[src/rtl/iq_bank_sizer.sv]
module iq_bank_sizer #(
  parameter int NUM_BANKS    = 8,
  parameter int BANK_ENTRIES = 10,
  parameter int INTERVAL     = 1024,
  parameter int HIGH_MARK    = 64,
  parameter int LOW_MARK     = 8,
  parameter int STALL_W      = 8,
  parameter int OCC_W        = $clog2(BANK_ENTRIES + 1),
  parameter int CAP_W        = $clog2(NUM_BANKS * BANK_ENTRIES + 1)
) (
  input  logic                         clk,
  input  logic                         rst_n,
  input  logic                         stall_full,
  input  logic [NUM_BANKS*OCC_W-1:0]   bank_occ,
  output logic [NUM_BANKS-1:0]         bank_en,
  output logic [NUM_BANKS-1:0]         bank_ok,
  output logic [CAP_W-1:0]             active_cap
);

  localparam int CNT_W = $clog2(NUM_BANKS + 1);
  localparam int IV_W  = (INTERVAL > 2) ? $clog2(INTERVAL) : 1;
  localparam logic [STALL_W-1:0] SAT = {STALL_W{1'b1}};
  localparam logic [STALL_W-1:0] HI  = STALL_W'(HIGH_MARK);
  localparam logic [STALL_W-1:0] LO  = STALL_W'(LOW_MARK);
  localparam logic [CNT_W-1:0]   MAXB = CNT_W'(NUM_BANKS);
  localparam logic [CNT_W-1:0]   ONE  = CNT_W'(1);

  logic [CNT_W-1:0]   en_cnt;
  logic               pend;
  logic               arm;
  logic [IV_W-1:0]    iv;
  logic [STALL_W-1:0] stalls;
  logic [STALL_W-1:0] stall_sum;
  logic [OCC_W-1:0]   occ_top;

  wire boundary = (iv == IV_W'(INTERVAL - 1));
  assign stall_sum = (stall_full && stalls != SAT) ? stalls + 1'b1 : stalls;

  wire grow_req   = boundary && (stall_sum > HI);
  wire shrink_req = boundary && (stall_sum < LO);

  always_comb begin
    occ_top = '0;
    for (int i = 0; i < NUM_BANKS; i++)
      if (CNT_W'(i + 1) == en_cnt) occ_top = bank_occ[i*OCC_W +: OCC_W];
  end

  wire top_empty = (occ_top == '0);

  always_ff @(posedge clk) begin
    if (!rst_n) begin
      en_cnt <= MAXB;
      pend   <= 1'b0;
      arm    <= 1'b0;
      iv     <= '0;
      stalls <= '0;
    end else begin
      iv     <= boundary ? '0 : iv + 1'b1;
      stalls <= boundary ? '0 : stall_sum;
      arm    <= 1'b0;
      if (grow_req) begin
        if (pend) begin
          pend <= 1'b0;
        end else if (en_cnt != MAXB) begin
          en_cnt <= en_cnt + 1'b1;
          arm    <= 1'b1;
        end
      end else if (pend && top_empty) begin
        en_cnt <= en_cnt - 1'b1;
        pend   <= 1'b0;
      end else if (shrink_req && en_cnt != ONE) begin
        pend <= 1'b1;
      end
    end
  end

  for (genvar g = 0; g < NUM_BANKS; g++) begin : g_bank
    assign bank_en[g] = CNT_W'(g) < en_cnt;
    assign bank_ok[g] = bank_en[g] && !((pend || arm) && CNT_W'(g + 1) == en_cnt);
  end

  assign active_cap = CAP_W'((int'(en_cnt) - int'(pend) - int'(arm)) * BANK_ENTRIES);

endmodule

[config.mk]
export PLATFORM = sky130hd
export DESIGN_NAME = iq_bank_sizer
export DESIGN_NICKNAME = d
export VERILOG_FILES = /design/src/rtl/iq_bank_sizer.sv
export SDC_FILE = /design/constraint.sdc
export NUM_CORES = 1
export LEC_CHECK = 0
export ABC_AREA = 1
export CAP_MARGIN = 20
export CORE_UTILIZATION = 35
export DETAILED_ROUTE_END_ITERATION = 8
export DONT_BUFFER_PORTS = 1
export GPL_TIMING_DRIVEN = 0
export PLACE_DENSITY = 0.57
export SLEW_MARGIN = 10
export SYNTH_ARGS = -nofsm -noshare
export SYNTH_HDL_FRONTEND = slang
export SYNTH_SLANG_ARGS = --single-unit
[constraint.sdc]
create_clock -name clk -period 2.9 [get_ports clk]
set_clock_uncertainty 0.15 [all_clocks]
set_input_delay 0.145 -clock clk [delete_from_list [all_inputs] [get_ports clk]]
set_output_delay 0.145 -clock clk [all_outputs]
set_load 0.02 [all_outputs]
==> results.ini <==
[status]
outcome=complete, but fails checks
violations=negative setup slack

[yosys]
synth_area_leaders=dfxtp_1 23%, nand2_1 14%, ha_1 9.5%
dominantRegCellSynth=dfxtp_1
ys_seq_elements=24
synth-edff-count=0
postSynthCellCount=322
async_flop_share_pct=0
synth_cell_types=39
synth_warnings=0
syn_area_per_cell_sq_um=6.55
synth_area_leader_cell=dfxtp_1
synth_top_area_share_pct=22.8
synth-seq-area-share_pct=22.8
syn_nets=374
synth_area_sq_um=2110

[worst_setup_path]
cp_common_cell=ha_4
startpoint_type=register
path_max_fanout=2
arrival_ns=2.69
max_stage_delay_ns=0.37
cp.required_ns=2.61
worst_setup_path_end_kind=primary output
crit_chain=inv_6, ha_4, ha_4, xnor2_4, nand3_2, xnor2_2, ha_4, ha_4, fa_2, xnor2_2, xor2_2
worst_path_max_delay_cell=dfxtp_4
path_class=reg2out

[floorplanning]
die_area_sq_um=6340
io_pins=58
coreArea_sq_um=5640
die_y_um=79.6
start_util_pct=37.4
die_w_um=79.6
rows=27

[detailed_routing]
drtIter0Drc=125
routed_wirelength_mm=4.76
drc_errors=0
postRouteAntennaNets=0
first_pass_iters=5
avgViaCountPerCell=4.90
wl_per_cell_um=11.7
vias=1995

[pwr]
p_leak_uw=0.00103
peakVddDrop_mv=0.228
power.total_uw=588
p_per_area_nw_per_um2=239

[placement]
place_ws_ns=-0.104
io_buffers=0
gp_congestion=0.834
hpwl_mm=3.56

[timing]
rsz0062_at_grt=yes
slew_violations=0
post-route-period-util_pct=103
fin_crit_ns=2.99
tns_ns=-0.0888
tightest_slew_ns=0.766
finalHoldViolations=0
setup_ws_ns=-0.0888
fmax_mhz=335
slew_headroom_pct=48.4
finalSetupViolCount=1

[global_route]
antenna_found_initial=0
grt_usage_pct=15.6
grt_max_degree=14
grt_pass1_wl_mm=8.02
grt_pass1_vias=1831
overflow=0

[clocking]
clock_tree.root_cell=clkbuf_8
clk_latency_ns=0.26
h-tree-depth=1
path_clk_slew_ns=0.09
clk_path_buf_depth=2
cts_inserted_buffers=3
cts_tree=built
clock-sinks=24

[finish]
insertedDiodeCount=0
syn_to_final_growth_pct=16.6
final_cell_mix=80 x nand2_1, 42 x inv_1, 31 x nor2_1
n_fill_cell=604
drive_gt1_share_pct=18.8
nets=388
final_common_cell=nand2_1
multi_input_area_sq_um=1520
seq_area_sq_um=490
fin_util_pct=43.6

[job]
max_cap_viol_count=0

[min_path]
hp-class=in2reg

## final cells by class
cell class | instances | share of cell area (%)
timing repair buffer | 9 | 2.95
inverter | 51 | 8.35
clock buffer | 4 | 1.83
buffer | 5 | 1.37
multi-input combinational | 242 | 61.9
sequential | 24 | 19.9
tap | 72 | 3.66
## metal layers
metal  wire (um)  vias up  part of all wire [%]  track usage [%]
li1            -     1046                     -                -
met1        2230      899                    47             19.8
met2        2290       48                    48             27.8
met3         229        2                   4.8             1.71
met4          19        0                  0.40             3.82
met5           0        -                     0                0
## Yosys cell counts, types with 4 or more instances
| cell type | instances |
|---|---|
| xnor2_1 | 6 |
| o21ai_0 | 11 |
| a21oi_1 | 16 |
| nor2_1 | 31 |
| ha_1 | 16 |
| nand2_4 | 5 |
| nor2_4 | 4 |
| buf_4 | 4 |
| nand2_1 | 80 |
| nand4_1 | 6 |
| inv_1 | 45 |
| nor3_1 | 7 |
| xor2_1 | 8 |
| nand3_1 | 24 |
| dfxtp_1 | 24 |
| inv_2 | 4 |
| nand2_2 | 6 |
## sequential cells by signal, summed over array words and instances (netlist names)
signal / count
en_cnt: 4
pend: 1
stalls: 8
iv: 10
arm: 1
## power breakdown
group,total [uW],leakage [uW],internal [uW],switching [uW]
clock,205,0.0000228,98.1,107
combinational,45.5,0.000808,18.1,27.4
sequential,338,0.000196,334,4.58
## metrics by stage
| stage | hold WS (ns) | cells | area (sq um) |
|---|---|---|---|
| 2_1_floorplan | 0.0796 | 322 | 2140 |
| 3_3_place_gp | 0.0884 | 394 | 2230 |
| 3_5_place_dp | 0.0926 | 394 | 2230 |
| 4_1_cts | 0.0123 | 404 | 2420 |
| 5_1_grt | 0.0341 | 407 | 2460 |
| 6_report | 0.0154 | 407 | 2460 |
## worst max-delay path: cells and delay by family (launching register included)
kind	cells	cell delay, ns
buffers and inverters	1	0.04
AND/OR/NAND/NOR	1	0.12
XOR/XNOR	4	0.83
adder cells (fa/ha/maj)	5	1.06
flip-flops	1	0.37
## repair_timing
action,4_1_cts,5_1_grt
setup buffers,4,3
setup endpoints to repair,2,1
gates resized for setup,17,2
endpoints found under the hold margin,8,0
hold buffers,2,0
pin swaps,8,5
## worst paths after layout
kind,from,endpoint,slack (ns),cells past startpoint
setup / recovery,en_cnt[0],active_cap[6],-0.09,11
hold / removal,stall_full,stalls[2],0.02,4
hold reg to reg,iv[0],iv[0],0.31,1
setup reg to reg,en_cnt[1],en_cnt[3],0.53,17
## logic make-up after synthesis
| group | share of synthesized area (%) |
|---|---|
| AND/OR/NAND/NOR | 41.1 |
| buffers and inverters | 10.8 |
| AO/OA/AOI/OAI | 8.84 |
| flip-flops | 22.8 |
| adder cells (fa/ha/maj) | 10.4 |
| XOR/XNOR | 5.82 |
| other | 0.178 |
No activity file was read; power rests on OpenSTA's default activity.
